### config.mk
export PLATFORM = sky130hd
export DESIGN_NAME = dsdac_cmd_if
export DESIGN_NICKNAME = d
export VERILOG_FILES = /design/src/rtl/dsdac_pkg.sv /design/src/rtl/dsdac_sync.sv /design/src/rtl/dsdac_shifter.sv /design/src/rtl/dsdac_regs.sv /design/src/rtl/dsdac_cmd_if.sv
export SDC_FILE = /design/constraint.sdc
export NUM_CORES = 1
export LEC_CHECK = 0
export ABC_AREA = 1
export ABC_CLOCK_PERIOD_IN_PS = 2490
export BUFFER_PORTS_ARGS = -buffer_cell sky130_fd_sc_hd__buf_2
export CAP_MARGIN = 25
export CORE_MARGIN = 5
export CORE_UTILIZATION = 40
export CTS_CLUSTER_DIAMETER = 120
export CTS_CLUSTER_SIZE = 10
export DETAILED_ROUTE_END_ITERATION = 8
export SLEW_MARGIN = 10
export SYNTH_ARGS = -nofsm -noshare
export SYNTH_HDL_FRONTEND = slang
export SYNTH_HIERARCHICAL = 1
export SYNTH_SLANG_ARGS = --single-unit
### constraint.sdc
create_clock -name clk -period 2.49 [get_ports clk]
set_clock_uncertainty 0.15 [all_clocks]
set_input_delay 0.1245 -clock clk [delete_from_list [all_inputs] [get_ports clk]]
set_output_delay 0.1245 -clock clk [all_outputs]
set_load 0.1 [all_outputs]
### src/rtl/dsdac_pkg.sv
package dsdac_pkg;
  localparam int WORD_W = 16;
  localparam int CODE_W = 8;
  localparam int REF_W  = 2;
  localparam int BIT_SELH = 15;
  localparam int BIT_FAST = 14;
  localparam int BIT_PDN  = 13;
  localparam int BIT_SELL = 12;
  localparam int CODE_LSB = 4;

  typedef enum logic [1:0] {
    SEL_A_XFER = 2'b00,
    SEL_CTRL   = 2'b01,
    SEL_B_BUF  = 2'b10,
    SEL_BUF    = 2'b11
  } sel_e;

  function automatic sel_e word_sel(input logic [WORD_W-1:0] w);
    return sel_e'({w[BIT_SELH], w[BIT_SELL]});
  endfunction

  function automatic logic [CODE_W-1:0] word_code(input logic [WORD_W-1:0] w);
    return w[CODE_LSB +: CODE_W];
  endfunction

  function automatic logic [REF_W-1:0] word_ref(input logic [WORD_W-1:0] w);
    return w[REF_W-1:0];
  endfunction
endpackage

### src/rtl/dsdac_sync.sv
module dsdac_sync #(
  parameter int             WIDTH   = 3,
  parameter logic [WIDTH-1:0] RST_VAL = '0
) (
  input  logic             clk,
  input  logic             rst_n,
  input  logic [WIDTH-1:0] d_i,
  output logic [WIDTH-1:0] q_o
);
  logic [WIDTH-1:0] meta_q;

  always_ff @(posedge clk or negedge rst_n) begin
    if (!rst_n) begin
      meta_q <= RST_VAL;
      q_o    <= RST_VAL;
    end else begin
      meta_q <= d_i;
      q_o    <= meta_q;
    end
  end
endmodule

### src/rtl/dsdac_shifter.sv
module dsdac_shifter
  import dsdac_pkg::*;
(
  input  logic              clk,
  input  logic              rst_n,
  input  logic              sel_n_s,
  input  logic              sclk_s,
  input  logic              sdi_s,
  output logic              load_o,
  output logic [WORD_W-1:0] word_o
);
  localparam int CNT_W = $clog2(WORD_W + 1);
  localparam logic [CNT_W-1:0] LAST_IDX = CNT_W'(WORD_W - 1);

  logic              sel_n_q, sclk_q;
  logic              sel_fall, sel_rise, sclk_fall, in_frame;
  logic [WORD_W-1:0] shreg_q;
  logic [CNT_W-1:0]  cnt_q;
  logic              done_q;

  assign sel_fall  = sel_n_q & ~sel_n_s;
  assign sel_rise  = ~sel_n_q & sel_n_s;
  assign sclk_fall = sclk_q & ~sclk_s;
  assign in_frame  = ~sel_n_s;

  always_ff @(posedge clk or negedge rst_n) begin
    if (!rst_n) begin
      sel_n_q <= 1'b1;
      sclk_q  <= 1'b0;
      shreg_q <= '0;
      cnt_q   <= '0;
      done_q  <= 1'b1;
      load_o  <= 1'b0;
      word_o  <= '0;
    end else begin
      sel_n_q <= sel_n_s;
      sclk_q  <= sclk_s;
      load_o  <= 1'b0;
      if (sel_fall) begin
        shreg_q <= '0;
        cnt_q   <= '0;
        done_q  <= 1'b0;
      end else if (in_frame && sclk_fall && !done_q) begin
        shreg_q <= {shreg_q[WORD_W-2:0], sdi_s};
        cnt_q   <= cnt_q + 1'b1;
        if (cnt_q == LAST_IDX) begin
          done_q <= 1'b1;
          load_o <= 1'b1;
          word_o <= {shreg_q[WORD_W-2:0], sdi_s};
        end
      end else if (sel_rise && !done_q) begin
        done_q <= 1'b1;
        if (cnt_q != '0) begin
          load_o <= 1'b1;
          word_o <= shreg_q;
        end
      end
    end
  end

  assert_cnt_bound_R2: assert property (@(posedge clk) disable iff (!rst_n)
    cnt_q <= CNT_W'(WORD_W));

  assert_single_load_R2: assert property (@(posedge clk) disable iff (!rst_n)
    load_o |=> !load_o);

  assert_idle_clock_ignored_R1: assert property (@(posedge clk) disable iff (!rst_n)
    (sel_n_s && sel_n_q && sclk_fall) |=> ($stable(cnt_q) && !load_o));

  assert_done_blocks_R2: assert property (@(posedge clk) disable iff (!rst_n)
    (done_q && !sel_fall) |=> (!load_o && $stable(cnt_q)));
endmodule

### src/rtl/dsdac_regs.sv
module dsdac_regs
  import dsdac_pkg::*;
(
  input  logic              clk,
  input  logic              rst_n,
  input  logic              load_i,
  input  logic [WORD_W-1:0] word_i,
  output logic [CODE_W-1:0] code_a_o,
  output logic [CODE_W-1:0] code_b_o,
  output logic              fast_o,
  output logic              pdown_o,
  output logic [REF_W-1:0]  ref_sel_o
);
  logic [CODE_W-1:0] hold_q;
  logic [CODE_W-1:0] new_code;
  sel_e              sel;
  logic              unused_low_bits;

  assign new_code        = word_code(word_i);
  assign sel             = word_sel(word_i);
  assign unused_low_bits = ^word_i[CODE_LSB-1:REF_W];

  always_ff @(posedge clk or negedge rst_n) begin
    if (!rst_n) begin
      hold_q    <= '0;
      code_a_o  <= '0;
      code_b_o  <= '0;
      fast_o    <= 1'b0;
      pdown_o   <= 1'b0;
      ref_sel_o <= '0;
    end else if (load_i) begin
      fast_o  <= word_i[BIT_FAST];
      pdown_o <= word_i[BIT_PDN];
      unique case (sel)
        SEL_B_BUF: begin
          code_b_o <= new_code;
          hold_q   <= new_code;
        end
        SEL_BUF:    hold_q    <= new_code;
        SEL_A_XFER: begin
          code_a_o <= new_code;
          code_b_o <= hold_q;
        end
        SEL_CTRL:   ref_sel_o <= word_ref(word_i);
        default: ;
      endcase
    end
  end

  assert_joint_update_R7: assert property (@(posedge clk) disable iff (!rst_n)
    (load_i && sel == SEL_A_XFER) |=>
      (code_a_o == $past(new_code) && code_b_o == $past(hold_q)));

  assert_buf_only_R6: assert property (@(posedge clk) disable iff (!rst_n)
    (load_i && sel == SEL_BUF) |=> ($stable(code_a_o) && $stable(code_b_o)));

  assert_ctrl_keeps_codes_R8: assert property (@(posedge clk) disable iff (!rst_n)
    (load_i && sel == SEL_CTRL) |=>
      ($stable(code_a_o) && $stable(code_b_o) && ref_sel_o == $past(word_i[1:0])));

  assert_b_and_buf_R5: assert property (@(posedge clk) disable iff (!rst_n)
    (load_i && sel == SEL_B_BUF) |=> ($stable(code_a_o) && code_b_o == hold_q));

  assert_mode_every_word_R9: assert property (@(posedge clk) disable iff (!rst_n)
    load_i |=> (fast_o == $past(word_i[BIT_FAST]) && pdown_o == $past(word_i[BIT_PDN])));

  assert_quiet_without_load_R2: assert property (@(posedge clk) disable iff (!rst_n)
    !load_i |=> ($stable(code_a_o) && $stable(code_b_o) && $stable(ref_sel_o)));
endmodule

### src/rtl/dsdac_cmd_if.sv
module dsdac_cmd_if
  import dsdac_pkg::*;
(
  input  logic              clk,
  input  logic              rst_n,
  input  logic              sel_n_i,
  input  logic              sclk_i,
  input  logic              sdi_i,
  output logic [CODE_W-1:0] code_a_o,
  output logic [CODE_W-1:0] code_b_o,
  output logic              fast_o,
  output logic              pdown_o,
  output logic [REF_W-1:0]  ref_sel_o
);
  logic [2:0]        pins_s;
  logic              load_p;
  logic [WORD_W-1:0] word;

  dsdac_sync #(.WIDTH(3), .RST_VAL(3'b100)) u_sync (
    .clk   (clk),
    .rst_n (rst_n),
    .d_i   ({sel_n_i, sclk_i, sdi_i}),
    .q_o   (pins_s)
  );

  dsdac_shifter u_shift (
    .clk     (clk),
    .rst_n   (rst_n),
    .sel_n_s (pins_s[2]),
    .sclk_s  (pins_s[1]),
    .sdi_s   (pins_s[0]),
    .load_o  (load_p),
    .word_o  (word)
  );

  dsdac_regs u_regs (
    .clk       (clk),
    .rst_n     (rst_n),
    .load_i    (load_p),
    .word_i    (word),
    .code_a_o  (code_a_o),
    .code_b_o  (code_b_o),
    .fast_o    (fast_o),
    .pdown_o   (pdown_o),
    .ref_sel_o (ref_sel_o)
  );

  assert_reset_clear_R10: assert property (@(posedge clk)
    $rose(rst_n) |-> (code_a_o == '0 && code_b_o == '0 && !fast_o && !pdown_o && ref_sel_o == '0));
endmodule

==> results of run 1 <==
[where the power goes]
part	total, W	switching, W	internal [W]
sequential	0.00122	0.0000129	0.00120
combinational	0.0000891	0.0000613	0.0000278
clock	0.000971	0.000426	0.000545
total	0.00228	0.000500	0.00178
[flip-flops by register name, summed over array words and instances, names as in the netlist]
signal	cells
u_regs/hold_q	8
u_regs/fast_o	1
u_shift/sclk_q	1
u_sync/meta_q	3
u_shift/cnt_q	5
u_shift/word_o	14
u_regs/pdown_o	1
u_shift/sel_n_q	1
u_shift/shreg_q	16
u_sync/q_o	3
u_regs/ref_sel_o	2
u_regs/code_a_o	8
u_regs/code_b_o	8
u_shift/load_o	1
u_shift/done_q	1
[stage by stage]
step           setup WS [ns]  hold WS (ns)  std cells
6_report              0.6614        0.1973        491
5_1_grt               0.5326        0.2156        491
4_1_cts               0.6583        0.2008        491
3_5_place_dp          0.6929       0.03755        471
3_3_place_gp          0.7351       0.03544        471
2_1_floorplan         0.8127       -0.3211        355
[final cells by class]
cell class,instances,share of cell area [%]
Inverter,26,2.699
Timing Repair Buffer,29,4.983
Clock inverter,4,1.349
Clock buffer,12,4.567
Tap cell,102,3.529
Multi-Input combinational cell,245,32.21
Sequential cell,73,50.66
[cell usage in the layout, fill, tap and decap left out, types with 3 or more instances in the layout]
| cell | count |
|---|---|
| o21ai_1 | 8 |
| dlygate4sd3_1 | 4 |
| buf_2 | 24 |
| nand3_1 | 28 |
| nor2_4 | 3 |
| inv_1 | 23 |
| dfstp_2 | 4 |
| dfrtp_1 | 69 |
| o21ai_0 | 9 |
| a21boi_0 | 8 |
| nand2_4 | 4 |
| nand2_1 | 146 |
| nor2_1 | 20 |
| a21boi_1 | 8 |
| ha_1 | 3 |
| inv_2 | 3 |
| clkbuf_8 | 12 |
[tightest hold or removal path: stages]
cell	delay (ns)
dlygate4sd3_1	0.53
buf_2	0.12
buf_12	0.33
[worst min-delay path by stage]
stage / startpoint / to / slack, ns / cells after the start
floorplan: rst_n / u_regs/code_a_o[0] / -0.32 / 0
global placement: rst_n / u_regs/code_b_o[5] / 0.04 / 2
detailed placement: rst_n / u_regs/code_b_o[5] / 0.04 / 2
CTS: rst_n / u_regs/code_b_o[5] / 0.20 / 3
global route: rst_n / u_regs/code_b_o[6] / 0.22 / 3
finish: rst_n / u_regs/code_b_o[5] / 0.20 / 3
[repair_timing]
item                                   in CTS  in global routing
hold buffers                                4                  0
endpoints found under the hold margin      76                  0
setup endpoints to repair                   0                  0
[layer usage]
| metal | part of all wire, % | vias to the layer above | track usage, % |
|---|---|---|---|
| li1 | - | 1173 | - |
| met5 | 0 | - | 0 |
| met1 | 50 | 1049 | 18.03 |
| met3 | 4.6 | 7 | 4.558 |
| met2 | 45 | 35 | 19.63 |
| met4 | 0.99 | 0 | 3.992 |
==> results.py, run 1 <==
metrics = {
    "layout": {
        "multi_input_area_um2": 1165,
        "fill_cells": 752,
        "final_util_pct": 46.79,
        "seqCellArea_um2": 1832,
        "areaGrowthSynthToFinish_pct": 13.73,
        "design_area_um2": 3616,
        "n_antenna_cell": 0,
        "nNetsFinal": 392,
        "drive_gt1_share_pct": 15.17,
    },
    "synthesis": {
        "synth_fp_nets": 363,
        "syn_inst": 355,
        "syn_area_um2": 3179,
        "synth.avg_cell_area_um2": 8.956,
        "ys.warnings.count": 6,
    },
    "route": {
        "vias": 2264,
        "remaining_drc_errors": 0,
        "wl_per_cell_um": 11.73,
        "drt_iter0_markers": 112,
        "routed_wl_um": 5761,
        "via_per_inst": 4.611,
        "dr.pass1.iters": 4,
        "drtAntennaViolNets": 0,
    },
    "critical_path": {
        "crit_path_start_kind": "flip-flop",
        "arrival_ns": 1.91,
        "cp-startpoint": "u_shift/cnt_q[0]",
        "critPathMaxStageDelay_ns": 0.40,
        "r2r-end": "u_shift/word_o[1]",
        "cp-endpoint": "u_shift/word_o[1]",
        "reg2reg_depth": 7,
        "path_buf_inv": 0,
        "critPathSlowestCell": "dfrtp_1",
        "endpoint_kind": "flip-flop",
        "crit_type": "flip-flop to flip-flop",
        "cpLargestDelayFamily": "simple AND/OR/NAND/NOR gates",
        "cp.required_ns": 2.57,
        "r2r_slack_ns": 0.66,
        "crit_chain": "ha_1 -> and3_1 -> ha_1 -> nand4_4 -> nand2_4 -> nand2_1 -> nand2_1",
        "crit_cells": 7,
        "path_max_fanout": 15,
        "r2r-start": "u_shift/cnt_q[0]",
    },
    "place": {
        "placed_area_um2": 3362,
        "place.gp.congestion": 0.7226,
        "port_buffers": 24,
        "place_hpwl_um": 3757,
    },
    "cts": {
        "cts_resized": 0,
        "postCtsSetupRepairBufs": 0,
        "cts_root_buf": "clkbuf_8",
        "clkTransAtPathRegs_ns": 0.08,
        "clock_path_buffers": 2,
        "cts_buffers": 9,
        "clk_latency_ns": 0.34,
        "htree_levels": 3,
        "cts_sinks": 73,
        "cts_tree": "yes",
    },
    "job": {
        "max_cap_violations": 0,
    },
    "floorplan": {
        "core_area_um2": 7727,
        "die_x_um": 99.15,
        "ios": 25,
        "row_count": 32,
        "die_h_um": 99.15,
        "dieArea_um2": 9831,
        "start_util_pct": 41.14,
    },
    "global_route": {
        "grtUsageTotal_pct": 13.13,
        "grt_overflow_total": 0,
        "grt_pass1_vias": 2170,
        "grt_max_degree": 74,
        "grt_first_pass_wirelength_um": 10340,
        "antenna_found_initial": 0,
    },
    "worst_hold_path": {
        "min_path_type": "input port to async pin",
    },
    "power": {
        "p_leak_nw": 1.915,
        "power_density_nw_per_um2": 629.6,
        "power_w": 0.002277,
        "ir_drop_mv": 0.2975,
    },
    "sta": {
        "setup_viol_count_final": 0,
        "clock.fmax_mhz": 546.9,
        "rsz0062_at_grt": "false",
        "slew_headroom_pct": 62.34,
        "setup_tns_ns": 0,
        "finalCritPeriodShare_pct": 73.44,
        "finalMaxSlewViolations": 0,
        "finalHoldViolCount": 0,
        "worstMarginPinSlew_ns": 0.5649,
        "min_period_ns": 1.829,
    },
    "run_status": {
        "status": "finished, final reports clean",
    },
}
Note: power is estimated with default switching activity, not from simulation.
==> inputs of run 2 (changes only) <==
--- a/config.mk
+++ b/config.mk
@@ -5,8 +5,8 @@
 export SDC_FILE = /design/constraint.sdc
 export NUM_CORES = 1
 export LEC_CHECK = 0
-export ABC_AREA = 1
-export ABC_CLOCK_PERIOD_IN_PS = 2490
+export ABC_AREA = 0
+export ABC_CLOCK_PERIOD_IN_PS = 1600
 export BUFFER_PORTS_ARGS = -buffer_cell sky130_fd_sc_hd__buf_2
 export CAP_MARGIN = 25
 export CORE_MARGIN = 5
==> constraint.sdc (replaced) <==
create_clock -name clk -period 1.6 [get_ports clk]
set_clock_uncertainty 0.15 [all_clocks]
set_input_delay 0.08 -clock clk [delete_from_list [all_inputs] [get_ports clk]]
set_output_delay 0.08 -clock clk [all_outputs]
set_load 0.1 [all_outputs]
==> run 2 against run 1 <==
The run now ends with setup timing left. Global-route usage is 0.71 points lower. Via count is 23% lower. Wire length down 6.2%. Critical path type unchanged.
==> results.py, run 2 <==
metrics = {
    "route": {
        "vias": 1753,
        "wl_met1_um": 2712,
        "via_per_inst": 4.712,
        "remaining_drc_errors": 0,
        "routed_wl_um": 5404,
        "drt_iter0_markers": 44,
        "met3_length_um": 134,
        "met2_length_um": 2451,
        "topRoutingLayerUsed": "met4",
        "drtAntennaViolNets": 0,
        "wl_per_cell_um": 14.53,
        "dr.pass1.iters": 3,
    },
    "sta": {
        "finalMaxSlewViolations": 0,
        "worst_slack_ns": -0.2899,
        "holdWs_ns": 0.1293,
        "finalCritPeriodShare_pct": 118.1,
        "rsz0062_at_grt": "true",
        "slew_headroom_pct": 67.65,
        "finalHoldViolCount": 0,
        "min_period_ns": 1.890,
        "setup_viol_count_final": 25,
        "worstMarginPinSlew_ns": 0.4886,
        "clock.fmax_mhz": 529.1,
    },
    "floorplan": {
        "die_x_um": 96.56,
        "die_h_um": 96.56,
        "start_util_pct": 41.09,
        "core_area_um2": 7292,
        "dieArea_um2": 9323,
        "ios": 25,
        "row_count": 31,
    },
    "global_route": {
        "grt_pass1_vias": 1769,
        "grt_overflow_total": 0,
        "grt_first_pass_wirelength_um": 8666,
        "grtUsageTotal_pct": 12.42,
        "grt_max_degree": 74,
        "antenna_found_initial": 0,
    },
    "layout": {
        "layout_common_cells": "69 x dfrtp_1, 36 x mux2_2, 24 x buf_2, 18 x mux2i_1, 17 x inv_1",
        "largest_reg_flops": 16,
        "fill_cells": 625,
        "areaGrowthSynthToFinish_pct": 29.31,
        "layout_commonest_cell": "dfrtp_1",
        "top_register": "u_shift/shreg_q",
        "design_area_um2": 3875,
        "largest_registers": "u_shift/shreg_q: 16 flops, u_shift/word_o: 14 flops",
        "seqCellArea_um2": 1832,
        "multi_input_area_um2": 1215,
        "n_antenna_cell": 0,
        "drive_gt1_share_pct": 46.15,
        "nNetsFinal": 277,
    },
    "place": {
        "placed_area_um2": 3362,
        "place_hpwl_um": 3414,
        "port_buffers": 24,
        "place.gp.congestion": 0.7580,
    },
    "cts": {
        "cts_sinks": 73,
        "cts_root_buf": "clkbuf_8",
        "htree_levels": 3,
        "clock_path_buffers": 2,
        "clkTransAtPathRegs_ns": 0.08,
        "cts_buffers": 9,
        "clk_latency_ns": 0.34,
        "cts_tree": "yes",
    },
    "critical_path": {
        "crit_path_start_kind": "flip-flop",
        "r2r-end": "u_shift/word_o[1]",
        "r2r_slack_ns": -0.29,
        "endpoint_kind": "flip-flop",
        "arrival_ns": 1.95,
        "r2r-start": "u_shift/cnt_q[0]",
        "path_max_fanout": 15,
        "cp.required_ns": 1.66,
        "reg2reg_depth": 6,
        "crit_type": "flip-flop to flip-flop",
    },
    "synthesis": {
        "synth_fp_nets": 223,
        "syn_inst": 215,
        "synth.avg_cell_area_um2": 13.94,
        "ys.warnings.count": 6,
        "syn_area_um2": 2997,
    },
    "run_status": {
        "status": "finished, violations left",
        "violations": "setup timing",
    },
    "worst_hold_path": {
        "min_path_type": "input port to async pin",
    },
    "power": {
        "ir_drop_mv": 0.6350,
        "p_leak_nw": 1.836,
        "power_density_nw_per_um2": 943.1,
    },
    "job": {
        "max_cap_violations": 0,
    },
}
-- run 2: per-layer routing --
layer | up-vias | global-route usage (%)
met2 | 17 | 17.70
met3 | 9 | 3.176
met1 | 882 | 17.17
met4 | 0 | 7.009
li1 | 845 | -
met5 | - | 0
-- run 2: critical path, cell delays in order (launching register included) --
cell and delay [ns]:
dfrtp_1 0.41, inv_2 0.07, ha_1 0.15, or4b_4 0.45, a32o_2 0.25, buf_12 0.16
mux2i_1 0.12
-- run 2: area by class of cell --
cell class | count | share of cell area (%)
Sequential cell | 73 | 47.27
Multi-Input combinational cell | 115 | 31.35
Timing Repair Buffer | 52 | 11.43
Clock buffer | 10 | 3.552
Tap cell | 99 | 3.197
Inverter | 18 | 1.744
Clock inverter | 5 | 1.453
-- run 2: repair_timing --
action,CTS,global route
resized for setup,9,36
hold buffers,4,0
pin swaps,3,7
gates cloned,1,1
setup endpoints to repair,26,34
hold endpoints to repair,76,0
setup buffers,1,2
-- run 2: power breakdown --
| group | switching (W) | total, W | internal [W] |
|---|---|---|---|
| sequential | 0.0000362 | 0.00193 | 0.00189 |
| clock | 0.000667 | 0.00142 | 0.000751 |
| combinational | 0.000149 | 0.000309 | 0.000160 |
-- run 2: worst max-delay path by stage --
stage / start / endpoint / slack (ns)
2_1_floorplan: u_shift/cnt_q[0] / u_shift/word_o[13] / -0.26
3_3_place_gp: u_shift/cnt_q[0] / u_shift/word_o[4] / -0.20
3_5_place_dp: u_shift/cnt_q[0] / u_shift/word_o[1] / -0.25
4_1_cts: u_shift/cnt_q[0] / u_shift/word_o[13] / -0.26
5_1_grt: u_shift/cnt_q[0] / u_shift/word_o[13] / -0.35
6_report: u_shift/cnt_q[0] / u_shift/word_o[1] / -0.29
-- run 2: metrics by stage --
step | TNS (ns) | instances | setup WS, ns | utilization [%] | total power, W
2_1_floorplan | -3.009 | 215 | -0.2601 | - | 0.002095
4_1_cts | -3.720 | 369 | -0.2566 | 49.93 | 0.003657
5_1_grt | -6.156 | 372 | -0.3501 | 53.14 | 0.003812
3_3_place_gp | -3.010 | 348 | -0.2015 | 46.11 | 0.002208
6_report | -4.339 | 372 | -0.2899 | 53.14 | 0.003655
3_5_place_dp | -3.698 | 348 | -0.2531 | 46.11 | 0.002211
